[src/rtl/card_clk_div.sv]
module card_clk_div #(
  parameter int REQ_W = 10,
  parameter int DIV_W = 6
) (
  input  logic             clk,
  input  logic             rst_n,
  input  logic             clk_en,
  input  logic             ddr_mode,
  input  logic [REQ_W-1:0] div_req,
  input  logic [1:0]       bus_w,
  input  logic             hs_mode,
  output logic             card_clk,
  output logic             rise_stb,
  output logic             fall_stb,
  output logic             wide4,
  output logic             wide8,
  output logic             speed_hi
);
  localparam logic [DIV_W-1:0] DIV_MAX = '1;

  logic [DIV_W-1:0] div_sat, div_eff, d_act, cnt;
  logic             div_q, rise_q, fall_q;
  logic             bypass, last;

  assign div_sat = (div_req > REQ_W'(DIV_MAX)) ? DIV_MAX : div_req[DIV_W-1:0];
  assign div_eff = (div_sat == '0 && ddr_mode) ? DIV_W'(1) : div_sat;
  assign bypass  = (d_act == '0);
  assign last    = (cnt == d_act - 1'b1);

  always_ff @(posedge clk or negedge rst_n) begin
    if (!rst_n) begin
      cnt    <= '0;
      div_q  <= 1'b0;
      rise_q <= 1'b0;
      fall_q <= 1'b0;
      d_act  <= DIV_MAX;
    end else if (!clk_en || bypass) begin
      cnt    <= '0;
      div_q  <= 1'b0;
      rise_q <= 1'b0;
      fall_q <= 1'b0;
      d_act  <= div_eff;
    end else begin
      rise_q <= last && !div_q;
      fall_q <= last && div_q && ddr_mode;
      if (last) begin
        cnt   <= '0;
        div_q <= ~div_q;
        if (div_q) d_act <= div_eff;
      end else begin
        cnt <= cnt + 1'b1;
      end
    end
  end

  assign card_clk = (bypass && clk_en) ? clk : div_q;
  assign rise_stb = bypass ? clk_en : rise_q;
  assign fall_stb = fall_q;
  assign wide4    = (bus_w == 2'd1);
  assign wide8    = (bus_w == 2'd2);
  assign speed_hi = hs_mode;
endmodule

[config.mk]
export PLATFORM = sky130hd
export DESIGN_NAME = card_clk_div
export DESIGN_NICKNAME = d
export VERILOG_FILES = /design/src/rtl/card_clk_div.sv
export SDC_FILE = /design/constraint.sdc
export NUM_CORES = 1
export LEC_CHECK = 0
export ABC_AREA = 1
export BUFFER_PORTS_ARGS = -buffer_cell sky130_fd_sc_hd__buf_4
export CAP_MARGIN = 30
export CORE_MARGIN = 4
export CORE_UTILIZATION = 52
export CTS_CLUSTER_DIAMETER = 80
export DETAILED_ROUTE_END_ITERATION = 16
export PLACE_DENSITY = 0.89
export RECOVER_POWER = 50
export SLEW_MARGIN = 10
export SYNTH_ARGS = -nofsm -noshare
export SYNTH_HDL_FRONTEND = slang
export SYNTH_SLANG_ARGS = --single-unit
[constraint.sdc]
create_clock -name clk -period 3.96 [get_ports clk]
set_input_delay 0.396 -clock clk [delete_from_list [all_inputs] [get_ports clk]]
set_output_delay 0.396 -clock clk [all_outputs]
set_load 0.01 [all_outputs]
==> impl_metrics.json <==
{
  "yosys.cell_types.count": 20,
  "synth_nets": 162,
  "yosysTopAreaCell": "dfrtp_1",
  "synth_fa_ha_area_share_pct": 3.84,
  "status": "finished, final reports clean",
  "synth_top_family_by_area": "simple AND/OR/NAND/NOR gates",
  "setup_viol": 0,
  "worst_slack_ns": 1.06,
  "place_congestion": 0.921,
  "grt_pass1_wl_mm": 3.74,
  "synthSimpleGateAreaFrac_pct": 41.6,
  "ys_ff_latch": 15,
  "synth_xor_area_share_pct": 0.896,
  "r2r_cells": 13,
  "cts_tree": "done",
  "rows": 15,
  "combPwrFrac_pct": 23.0,
  "worst-endpoint-arrival_ns": 2.50,
  "wl_mm": 2.12,
  "n_antenna_cell": 0,
  "reg2reg_slack_ns": 1.85,
  "antenna_found_initial": 0,
  "layout-drive-gt1-share_pct": 20.8,
  "crit_type": "clk2out",
  "cp_common_cell": "clkbuf_4",
  "synthMuxAreaShare_pct": 0,
  "finalHoldViolCount": 0,
  "drt_iter0_drc": 31,
  "gr-total-overflow": 0,
  "synthTopCellsByArea": "dfrtp_1 23%, dfstp_2 16%, nand2_1 15%",
  "cp-start-kind": "clock port",
  "dieWidth_um": 51.4,
  "seqPwrFrac_pct": 45.1,
  "netSwitchingPower_mw": 0.139,
  "multi_input_area_um2": 488,
  "hpwl_mm": 1.69,
  "relSlewSlack_pct": 46.6,
  "portBuffers": 20,
  "path_cells": "clkbuf_4 > clkbuf_4 > nor2_1 > a21oi_1 > buf_4",
  "crit_path_end_kind": "output port",
  "path_clk_slew_ns": 0.09,
  "area_growth_pct": 20.6,
  "ant_nets": 0,
  "timing.rr.end": "d_act[5]$_DFFE_PN1P_",
  "final_max_slew_viol_count": 0,
  "regArea_um2": 383,
  "worst-slew-pin-transition_ns": 0.801,
  "pwr-share-clk_pct": 31.9,
  "start_util_pct": 56.0,
  "fin_setup_tns_ns": 0,
  "via_per_inst": 4.96,
  "r2r-start": "d_act[0]$_DFFE_PN1P_",
  "cts_hold_buf": 1,
  "ir_worst_vdd_mv": 0.265,
  "cp-startpoint": "clk",
  "synth-seq-area-share_pct": 39.2,
  "die_y_um": 51.4,
  "intPower_mw": 0.288,
  "grt_pass1_vias": 956,
  "wl_per_cell_um": 11.0,
  "drc": 0,
  "netSwitchingFraction_pct": 32.6,
  "synthCells": 142,
  "grt_usage_pct": 19.2,
  "dpl_worst_slack_ns": 1.33,
  "p_leak_nw": 0.663,
  "nets": 189,
  "p_per_area_nw_per_um2": 362,
  "yosysWarnings": 0,
  "cts_setup_buffers": 0,
  "crit_required_ns": 3.56,
  "postLayoutCoreUtil_pct": 67.5,
  "core_area_um2": 1750,
  "avgSynthCellArea_um2": 6.88,
  "ctsResizeCount": 0,
  "clock_latency_ns": 0.40,
  "slowest_stage": "buf_4",
  "dieArea_um2": 2640,
  "critPathMaxStageDelay_ns": 0.14,
  "n_fill_cell": 152,
  "io_pins": 23,
  "synth_top_area_share_pct": 23.0,
  "dr.pass1.iters": 4,
  "syn_area_um2": 977,
  "cp-endpoint": "card_clk",
  "cap_violations": 0,
  "cp_max_fo": 2,
  "hold_path_class": "in2reg",
  "synth_compound_area_share_pct": 3.59,
  "clock_skew_ns": 0.00152,
  "rsz0062_at_grt": "false",
  "grt_start_max_net_pins": 16,
  "vias": 957
}
metal layers:
metal | vias to the layer above | track usage (%) | part of all wire [%] | routed length, um
met5 | - | 0 | 0 | 0
met3 | 4 | 3.79 | 6.9 | 146
met4 | 0 | 13.5 | 0.94 | 20
met2 | 37 | 31.1 | 50 | 1060
met1 | 431 | 22.5 | 42 | 896
li1 | 485 | - | - | -
area by class of cell:
type	instances	area share [%]
well taps	25	2.65
multi-input cells	104	41.4
clock buffers	8	4.78
inverters	21	6.69
flip-flops and latches	15	32.5
repair buffers	20	12.0
layout by cell type (no fill, tap or decap), drive strengths merged:
| cell | Yosys | final |
|---|---|---|
| a21oi | 2 | 2 |
| buf | 2 | 17 |
| clkbuf | 0 | 10 |
| dfrtp | 9 | 9 |
| dfstp | 6 | 6 |
| dlygate4sd3 | 0 | 1 |
| ha | 3 | 3 |
| inv | 21 | 21 |
| nand2 | 41 | 41 |
| nand3 | 15 | 15 |
| nand3b | 1 | 1 |
| nand4 | 2 | 2 |
| nor2 | 31 | 31 |
| nor3 | 1 | 1 |
| o21ai | 2 | 2 |
| o21bai | 1 | 1 |
| o31ai | 1 | 1 |
| or2 | 3 | 3 |
| xor2 | 1 | 1 |
flip-flops by register name (all words and copies together) (netlist names):
name	flops
fall_stb	1
div_q	1
rise_q	1
d_act	6
cnt	6
Yosys cell counts, drive strengths merged:
master / count
nand3b: 1
or2: 3
nor3: 1
o21ai: 2
o21bai: 1
ha: 3
nand3: 15
xor2: 1
nor2: 31
inv: 21
nand2: 41
dfstp: 6
dfrtp: 9
nand4: 2
buf: 2
a21oi: 2
o31ai: 1
power groups by stage:
stage          Sequential [mW]  Combinational (mW)  Clock, mW
2_1_floorplan            0.189              0.0725   0.000653
3_3_place_gp             0.195              0.0934    0.00131
3_5_place_dp             0.195              0.0984    0.00131
4_1_cts                  0.192              0.0996      0.138
5_1_grt                  0.196               0.113      0.147
6_report                 0.193              0.0984      0.136
metrics by stage:
stage	hold WS [ns]	cells	instance area, um^2	power, mW
6_report	0.277	193	1180	0.427
5_1_grt	0.260	193	1180	0.456
4_1_cts	0.262	193	1190	0.430
3_5_place_dp	0.259	185	1130	0.295
3_3_place_gp	0.255	185	1130	0.289
2_1_floorplan	0.100	142	977	0.262
worst max-delay path, delay by kind of cell:
kind	cells	cell delay (ns)
buffers and inverters	3	0.37
AND/OR/NAND/NOR	1	0.10
AO/OA/AOI/OAI	1	0.05
cells by family after synthesis:
logic type	Yosys count
xor+xnor	1
flops	15
fa+ha+maj	3
simple gates	94
buf+inv	23
compound gates	6
how the worst min path moves through the flow:
stage / startpoint / endpoint / slack (ns) / cells after the start
after floorplan: rst_n / cnt[0]$_DFF_PN0_ / 0.10 / 0
after global placement: rst_n / fall_stb$_DFF_PN0_ / 0.26 / 1
after detailed placement: rst_n / fall_stb$_DFF_PN0_ / 0.26 / 1
after CTS: ddr_mode / fall_stb$_DFF_PN0_ / 0.26 / 3
after global routing: ddr_mode / fall_stb$_DFF_PN0_ / 0.26 / 3
final: ddr_mode / fall_stb$_DFF_PN0_ / 0.28 / 3
No activity file was read; power rests on OpenSTA's default activity.
